File: src/rtl/fsc_pkg.sv
package fsc_pkg;
  typedef enum logic [2:0] {
    OP_NONE, OP_PROG, OP_SECT, OP_BLOCK, OP_CHIP, OP_READ
  } op_e;

  typedef enum logic [2:0] {
    ST_IDLE, ST_RUN, ST_HALT, ST_SUSP, ST_NEST
  } st_e;
endpackage

File: src/rtl/fsc_cmd_dec.sv
module fsc_cmd_dec
  import fsc_pkg::*;
(
  input  logic suspend_i,
  input  logic resume_i,
  input  logic chip_erase_i,
  input  logic program_i,
  input  logic sector_erase_i,
  input  logic block_erase_i,
  input  logic read_i,
  output logic is_sus_o,
  output logic is_res_o,
  output logic any_o,
  output op_e  op_o
);
  // fixed priority if the decoder upstream ever raises two strobes
  always_comb begin
    is_sus_o = suspend_i;
    is_res_o = resume_i & ~suspend_i;
    op_o     = OP_NONE;
    if (!suspend_i && !resume_i) begin
      if (chip_erase_i)        op_o = OP_CHIP;
      else if (block_erase_i)  op_o = OP_BLOCK;
      else if (sector_erase_i) op_o = OP_SECT;
      else if (program_i)      op_o = OP_PROG;
      else if (read_i)         op_o = OP_READ;
    end
    any_o = suspend_i | resume_i | chip_erase_i | program_i |
            sector_erase_i | block_erase_i | read_i;
  end
endmodule

File: src/rtl/fsc_range.sv
module fsc_range
  import fsc_pkg::*;
#(
  parameter int ADDR_W   = 24,
  parameter int PAGE_W   = 8,
  parameter int SECTOR_W = 12,
  parameter int BLOCK_W  = 16
) (
  input  op_e               op_i,
  input  logic [ADDR_W-1:0] addr_i,
  output logic [ADDR_W-1:0] lo_o,
  output logic [ADDR_W-1:0] hi_o
);
  localparam logic [ADDR_W-1:0] PG_M = ADDR_W'((64'd1 << PAGE_W) - 64'd1);
  localparam logic [ADDR_W-1:0] SC_M = ADDR_W'((64'd1 << SECTOR_W) - 64'd1);
  localparam logic [ADDR_W-1:0] BK_M = ADDR_W'((64'd1 << BLOCK_W) - 64'd1);

  logic [ADDR_W-1:0] mask;

  always_comb begin
    unique case (op_i)
      OP_PROG:  mask = PG_M;
      OP_SECT:  mask = SC_M;
      OP_BLOCK: mask = BK_M;
      OP_CHIP:  mask = '1;
      default:  mask = '0;
    endcase
    lo_o = addr_i & ~mask;
    hi_o = addr_i | mask;
  end
endmodule

File: src/rtl/fsc_gap_timer.sv
module fsc_gap_timer #(
  parameter int MIN_GAP_US = 500
) (
  input  logic clk_i,
  input  logic rst_ni,
  input  logic tick_i,
  input  logic clear_i,
  output logic ok_o
);
  localparam int CW = $clog2(MIN_GAP_US + 1);
  localparam logic [CW-1:0] LIMIT = CW'(MIN_GAP_US);

  logic [CW-1:0] cnt_q;

  // starts saturated so the first suspend after reset is allowed
  always_ff @(posedge clk_i or negedge rst_ni) begin
    if (!rst_ni)                      cnt_q <= LIMIT;
    else if (clear_i)                 cnt_q <= '0;
    else if (tick_i && cnt_q < LIMIT) cnt_q <= cnt_q + 1'b1;
  end

  assign ok_o = (cnt_q >= LIMIT);
endmodule

File: src/rtl/fsc_lat_timer.sv
module fsc_lat_timer #(
  parameter int LAT = 8
) (
  input  logic clk_i,
  input  logic rst_ni,
  input  logic start_i,
  output logic expired_o
);
  localparam int CW = (LAT > 1) ? $clog2(LAT) : 1;
  localparam logic [CW-1:0] LOAD = CW'(LAT - 1);

  logic [CW-1:0] cnt_q;

  always_ff @(posedge clk_i or negedge rst_ni) begin
    if (!rst_ni)           cnt_q <= '0;
    else if (start_i)      cnt_q <= LOAD;
    else if (cnt_q != '0)  cnt_q <= cnt_q - 1'b1;
  end

  assign expired_o = (cnt_q == '0);
endmodule

File: src/rtl/flash_suspend_ctrl.sv
module flash_suspend_ctrl
  import fsc_pkg::*;
#(
  parameter int ADDR_W       = 24,
  parameter int PAGE_W       = 8,
  parameter int SECTOR_W     = 12,
  parameter int BLOCK_W      = 16,
  parameter int MIN_GAP_US   = 500,
  parameter int SUSP_LAT_CYC = 8
) (
  input  logic              clk_i,
  input  logic              rst_ni,
  input  logic              us_tick_i,
  input  logic              suspend_i,
  input  logic              resume_i,
  input  logic              chip_erase_i,
  input  logic              program_i,
  input  logic              sector_erase_i,
  input  logic              block_erase_i,
  input  logic              read_i,
  input  logic [ADDR_W-1:0] addr_i,
  input  logic              op_done_i,
  output logic              busy_o,
  output logic              erase_susp_o,
  output logic              prog_susp_o,
  output logic              cmd_ok_o,
  output logic              cmd_drop_o,
  output logic              rd_undef_o
);
  st_e  st_q, st_d;
  op_e  cmd_op, prim_op_q;
  logic is_sus, is_res, any_cmd, is_write;
  logic [ADDR_W-1:0] in_lo, in_hi, prim_lo_q, prim_hi_q;
  logic gap_ok, lat_exp, overlap, parked_erase;
  logic ok_d, drop_d, undef_d, start_prim, sus_acc, res_acc;
  logic esus_q, psus_q, ok_q, drop_q, undef_q;

  fsc_cmd_dec u_dec (
    .suspend_i      (suspend_i),
    .resume_i       (resume_i),
    .chip_erase_i   (chip_erase_i),
    .program_i      (program_i),
    .sector_erase_i (sector_erase_i),
    .block_erase_i  (block_erase_i),
    .read_i         (read_i),
    .is_sus_o       (is_sus),
    .is_res_o       (is_res),
    .any_o          (any_cmd),
    .op_o           (cmd_op)
  );

  fsc_range #(
    .ADDR_W(ADDR_W), .PAGE_W(PAGE_W), .SECTOR_W(SECTOR_W), .BLOCK_W(BLOCK_W)
  ) u_range (
    .op_i   (cmd_op),
    .addr_i (addr_i),
    .lo_o   (in_lo),
    .hi_o   (in_hi)
  );

  fsc_gap_timer #(.MIN_GAP_US(MIN_GAP_US)) u_gap (
    .clk_i   (clk_i),
    .rst_ni  (rst_ni),
    .tick_i  (us_tick_i),
    .clear_i (sus_acc),
    .ok_o    (gap_ok)
  );

  fsc_lat_timer #(.LAT(SUSP_LAT_CYC)) u_lat (
    .clk_i     (clk_i),
    .rst_ni    (rst_ni),
    .start_i   (sus_acc),
    .expired_o (lat_exp)
  );

  assign is_write     = (cmd_op == OP_PROG) || (cmd_op == OP_SECT) ||
                        (cmd_op == OP_BLOCK) || (cmd_op == OP_CHIP);
  assign overlap      = (in_lo <= prim_hi_q) && (in_hi >= prim_lo_q);
  assign parked_erase = (prim_op_q == OP_SECT) || (prim_op_q == OP_BLOCK);

  always_comb begin
    st_d       = st_q;
    ok_d       = 1'b0;
    drop_d     = 1'b0;
    undef_d    = 1'b0;
    start_prim = 1'b0;
    sus_acc    = 1'b0;
    res_acc    = 1'b0;
    unique case (st_q)
      ST_IDLE: begin
        if (is_sus || is_res) drop_d = 1'b1;
        else if (is_write) begin
          ok_d       = 1'b1;
          start_prim = 1'b1;
          st_d       = ST_RUN;
        end else if (cmd_op == OP_READ) ok_d = 1'b1;
      end
      ST_RUN: begin
        // completion wins over a same-cycle suspend
        if (op_done_i) begin
          st_d   = ST_IDLE;
          drop_d = any_cmd;
        end else if (is_sus && prim_op_q != OP_CHIP && gap_ok) begin
          ok_d    = 1'b1;
          sus_acc = 1'b1;
          st_d    = ST_HALT;
        end else drop_d = any_cmd;
      end
      ST_HALT: begin
        if (lat_exp) st_d = ST_SUSP;
        drop_d = any_cmd;
      end
      ST_SUSP: begin
        if (is_sus) drop_d = 1'b1;
        else if (is_res) begin
          ok_d    = 1'b1;
          res_acc = 1'b1;
          st_d    = ST_RUN;
        end else if (cmd_op == OP_CHIP) drop_d = 1'b1;
        else if (is_write) begin
          if (parked_erase && overlap) drop_d = 1'b1;
          else begin
            ok_d = 1'b1;
            st_d = ST_NEST;
          end
        end else if (cmd_op == OP_READ) begin
          ok_d    = 1'b1;
          undef_d = parked_erase && overlap;
        end
      end
      ST_NEST: begin
        if (op_done_i) st_d = ST_SUSP;
        drop_d = any_cmd;
      end
      default: st_d = ST_IDLE;
    endcase
  end

  always_ff @(posedge clk_i or negedge rst_ni) begin
    if (!rst_ni) begin
      st_q      <= ST_IDLE;
      prim_op_q <= OP_NONE;
      prim_lo_q <= '0;
      prim_hi_q <= '0;
      esus_q    <= 1'b0;
      psus_q    <= 1'b0;
      ok_q      <= 1'b0;
      drop_q    <= 1'b0;
      undef_q   <= 1'b0;
    end else begin
      st_q    <= st_d;
      ok_q    <= ok_d;
      drop_q  <= drop_d;
      undef_q <= undef_d;
      if (start_prim) begin
        prim_op_q <= cmd_op;
        prim_lo_q <= in_lo;
        prim_hi_q <= in_hi;
      end
      if (sus_acc) begin
        esus_q <= parked_erase;
        psus_q <= (prim_op_q == OP_PROG);
      end else if (res_acc) begin
        esus_q <= 1'b0;
        psus_q <= 1'b0;
      end
    end
  end

  assign busy_o       = (st_q == ST_RUN) || (st_q == ST_HALT) || (st_q == ST_NEST);
  assign erase_susp_o = esus_q;
  assign prog_susp_o  = psus_q;
  assign cmd_ok_o     = ok_q;
  assign cmd_drop_o   = drop_q;
  assign rd_undef_o   = undef_q;
endmodule

File: config.mk
export PLATFORM = sky130hd
export DESIGN_NAME = flash_suspend_ctrl
export DESIGN_NICKNAME = d
export VERILOG_FILES = /design/src/rtl/fsc_pkg.sv /design/src/rtl/fsc_cmd_dec.sv /design/src/rtl/fsc_range.sv /design/src/rtl/fsc_gap_timer.sv /design/src/rtl/fsc_lat_timer.sv /design/src/rtl/flash_suspend_ctrl.sv
export SDC_FILE = /design/constraint.sdc
export NUM_CORES = 1
export LEC_CHECK = 0
export CAP_MARGIN = 20
export CORE_UTILIZATION = 55
export CTS_BUF_LIST = sky130_fd_sc_hd__clkbuf_8
export DETAILED_ROUTE_END_ITERATION = 10
export PLACE_DENSITY = 0.77
export SYNTH_ARGS = -nofsm -noshare
export SYNTH_HDL_FRONTEND = slang
export SYNTH_SLANG_ARGS = --single-unit
File: constraint.sdc
create_clock -name clk_i -period 6.4 [get_ports clk_i]
set_input_delay 1.28 -clock clk_i [delete_from_list [all_inputs] [get_ports clk_i]]
set_output_delay 1.28 -clock clk_i [all_outputs]
set_load 0.005 [all_outputs]
==> impl_metrics.toml <==
[sta]
fin_skew_ns = 0.01331
worst_slew_pin_slew_ns = 0.8998
layout_setup_ws_ns = 1.869
grt_setup_unrepaired = "false"
finalMaxSlewViolations = 0
period_minus_slack_ns = 4.531
slew_headroom = 0.4001
hold_violations = 0
max_freq_ghz = 0.2207
post-route-period-util = 0.7080
hold_ws_ns = 0.4530
fin_tns_setup_ns = 0
setup_viol = 0

[cells_and_area]
diodes = 0
layout-drive-gt1-share = 0.1326
final_cells = 645
syn_to_final_growth_pct = 14.36
finalInstanceArea_sq_mm = 0.005191
nets = 625
final_util = 0.6615

[critical_path]
worstPathArrival_ns = 4.79
path_buf_inv = 2
cp_slowest_cell = "clkdlybuf4s50_1"
critical_path_class = "in -> reg"
reg2reg_from = "prim_hi_q[23]"
slowest_delay_ns = 0.54
crit_family = "simple AND/OR/NAND/NOR gates"
ff2ff_path_depth = 8
critPathMaxFanout = 16
critPathRequiredTime_ns = 6.65
crit_chain = "clkdlybuf4s50_1, nor2_1, buf_4, and2_1, nor2b_1, ha_1, nand4_1, nor4_2, and4_1, o31ai_1, a32oi_1, a2bb2oi_1"
start_kind = "input port"
critPathCaptureType = "flip-flop"
r2r_slack_ns = 3.94
reg2reg_to = "cmd_ok_o"

[synth]
ys_types = 59
synth_flop_cell = "dfrtp_1"
yosysSeqAreaShare = 0.3931
syn_inst = 499
postSynthAreaPerCell_sq_um = 9.097
netlist_area_sq_mm = 0.004539
yosys.cell_count.top_type = "dfrtp_1"
synthTopCellsByArea = "dfrtp_1 36%, ha_1 14%, a21oi_1 4.4%"
async_flop_share = 1.000
synth_area_leader_cell = "dfrtp_1"
synth_edf_count = 0
ys_seq_elements = 71
synth_warnings = 0
yosysTopAreaCellShare = 0.3583
syn-num-nets = 586
synth_common_cells = "65 x dfrtp_1, 52 x ha_1, 52 x inv_1, 46 x nor2_1, 40 x a21oi_1"

[clocking]
path_clk_slew_ns = 0.08
cts-resized-gates = 0
cts_tree = "done"
htreeDepth = 3
cts.sinks = 71
postCtsSetupRepairBufs = 0
cts_made_buffers = 9
max-clock-path-buffers = 2
clkLatencyLatePin_ns = 0.34
clockRootBuffer = "clkbuf_8"
hold_buffers = 0

[place]
placed_cells = 629
place_area_sq_mm = 0.005024
gp_congestion = 0.8607
portBuffers = 40
place_ws_ns = 1.564
hpwl_mm = 7.129

[floorplanning]
core-area_sq_mm = 0.007848
io_pins = 41
fp.dieW_um = 92.85
rows = 32
die_y_um = 92.85
initial_core_util = 0.5784
dieArea_sq_mm = 0.008621

[hold_path]
hold_end = "prim_hi_q[4]"
hold_start = "prim_hi_q[4]"
hp-class = "reg -> reg"
whs_path_depth = 2

[run_status]
status = "finished clean"

[grt]
grt_overflow = 0
grt_max_degree = 72
grt_first_pass_wirelength_mm = 16.48
antenna_found_initial = 0
first_global_vias = 3677
grt_usage = 0.2423

[routing]
detail-route-antenna-nets = 0
viasPerCell = 5.540
routed_wl_mm = 9.323
vias = 3573
drt_pass1_iterations = 4
drc = 0
wl_per_cell_um = 14.45
initialDrtViolationCount = 126

[pwr]
power_mw = 1.690
max-vdd-ir-drop_mv = 0.1649
leakage_nw = 2.454
p_per_area_mw_per_mm2 = 325.5

[flow_run]
cap_violations = 0
registers in the layout, indices dropped and copies added, names as in the netlist, 3 cells and up:
name,cells
st_q,3
u_lat.cnt_q,3
u_gap.cnt_q,9
prim_hi_q,24
prim_op_q,3
prim_lo_q,24
worst reg2reg max path: stages, from the launching register on:
cell and delay (ns):
dfrtp_1 0.33, inv_1 0.05, ha_1 0.31, nand4_1 0.18, nor4_2 0.43, and4_1 0.29, o31ai_1 0.08, a32oi_1 0.45
a2bb2oi_1 0.24
cells by family (layout without fill, tap and decap cells):
group | after synthesis | in the layout | share of synthesized area
fa+ha+maj | 52 | 52 | 0.1433
buf+inv | 69 | 113 | 0.05981
compound gates | 102 | 102 | 0.1359
mux | 19 | 19 | 0.04631
simple gates | 180 | 180 | 0.2100
xor+xnor | 6 | 6 | 0.01158
flops | 71 | 71 | 0.3931
cell usage in the layout (no fill, tap or decap), types with 3 or more instances in the layout:
cell and instances:
inv_1 54, or3_1 3, nor3_1 4, nor2b_1 27, nand3_1 7, clkdlybuf4s50_1 39
buf_4 5, or2_2 23, nand4_1 7, o21ai_0 24, clkinvlp_4 3, mux2i_1 3
dfrtp_1 65, xor2_1 3, clkbuf_8 9, a21boi_0 3, xnor2_1 3, dfstp_2 6
nor2_1 46, a31oi_1 9, mux2_2 16, nand2b_1 8, a21o_1 3, ha_1 52
nor4_1 4, a21oi_1 40, nand2_1 34
routing by layer:
metal	vias up	part of all wire	track usage	wire length, um
met1	1686	0.46	0.3216	4303
li1	1793	-	-	-
met5	-	0	0	0
met3	14	0.041	0.03366	385
met4	0	0.017	0.08333	156
met2	80	0.48	0.4063	4477
how the worst max path moves through the flow:
stage | from | to | slack [ns] | cells after the start
3_3_place_gp | resume_i | st_q[2] | 1.69 | 11
5_1_grt | resume_i | st_q[1] | 1.55 | 12
6_report | resume_i | cmd_ok_o | 1.87 | 12
2_1_floorplan | chip_erase_i | st_q[0] | 2.64 | 12
3_5_place_dp | resume_i | cmd_ok_o | 1.56 | 12
4_1_cts | resume_i | cmd_ok_o | 1.89 | 12
power by group:
group | switching (mW) | leakage [nW] | internal, mW
logic | 0.363 | 1.55 | 0.315
clock network | 0.173 | 0.0838 | 0.138
registers | 0.0923 | 0.823 | 0.608
total | 0.629 | 2.45 | 1.06
layout make-up:
cell class	count	area, sq um
Multi-Input combinational cell	359	2484
Clock inverter	7	43.79
Timing Repair Buffer	45	432.9
Inverter	52	195.2
Tap cell	102	127.6
Sequential cell	71	1784
Fill cell	667	2656
Clock buffer	9	123.9
Note: power is estimated with default switching activity, not from simulation.
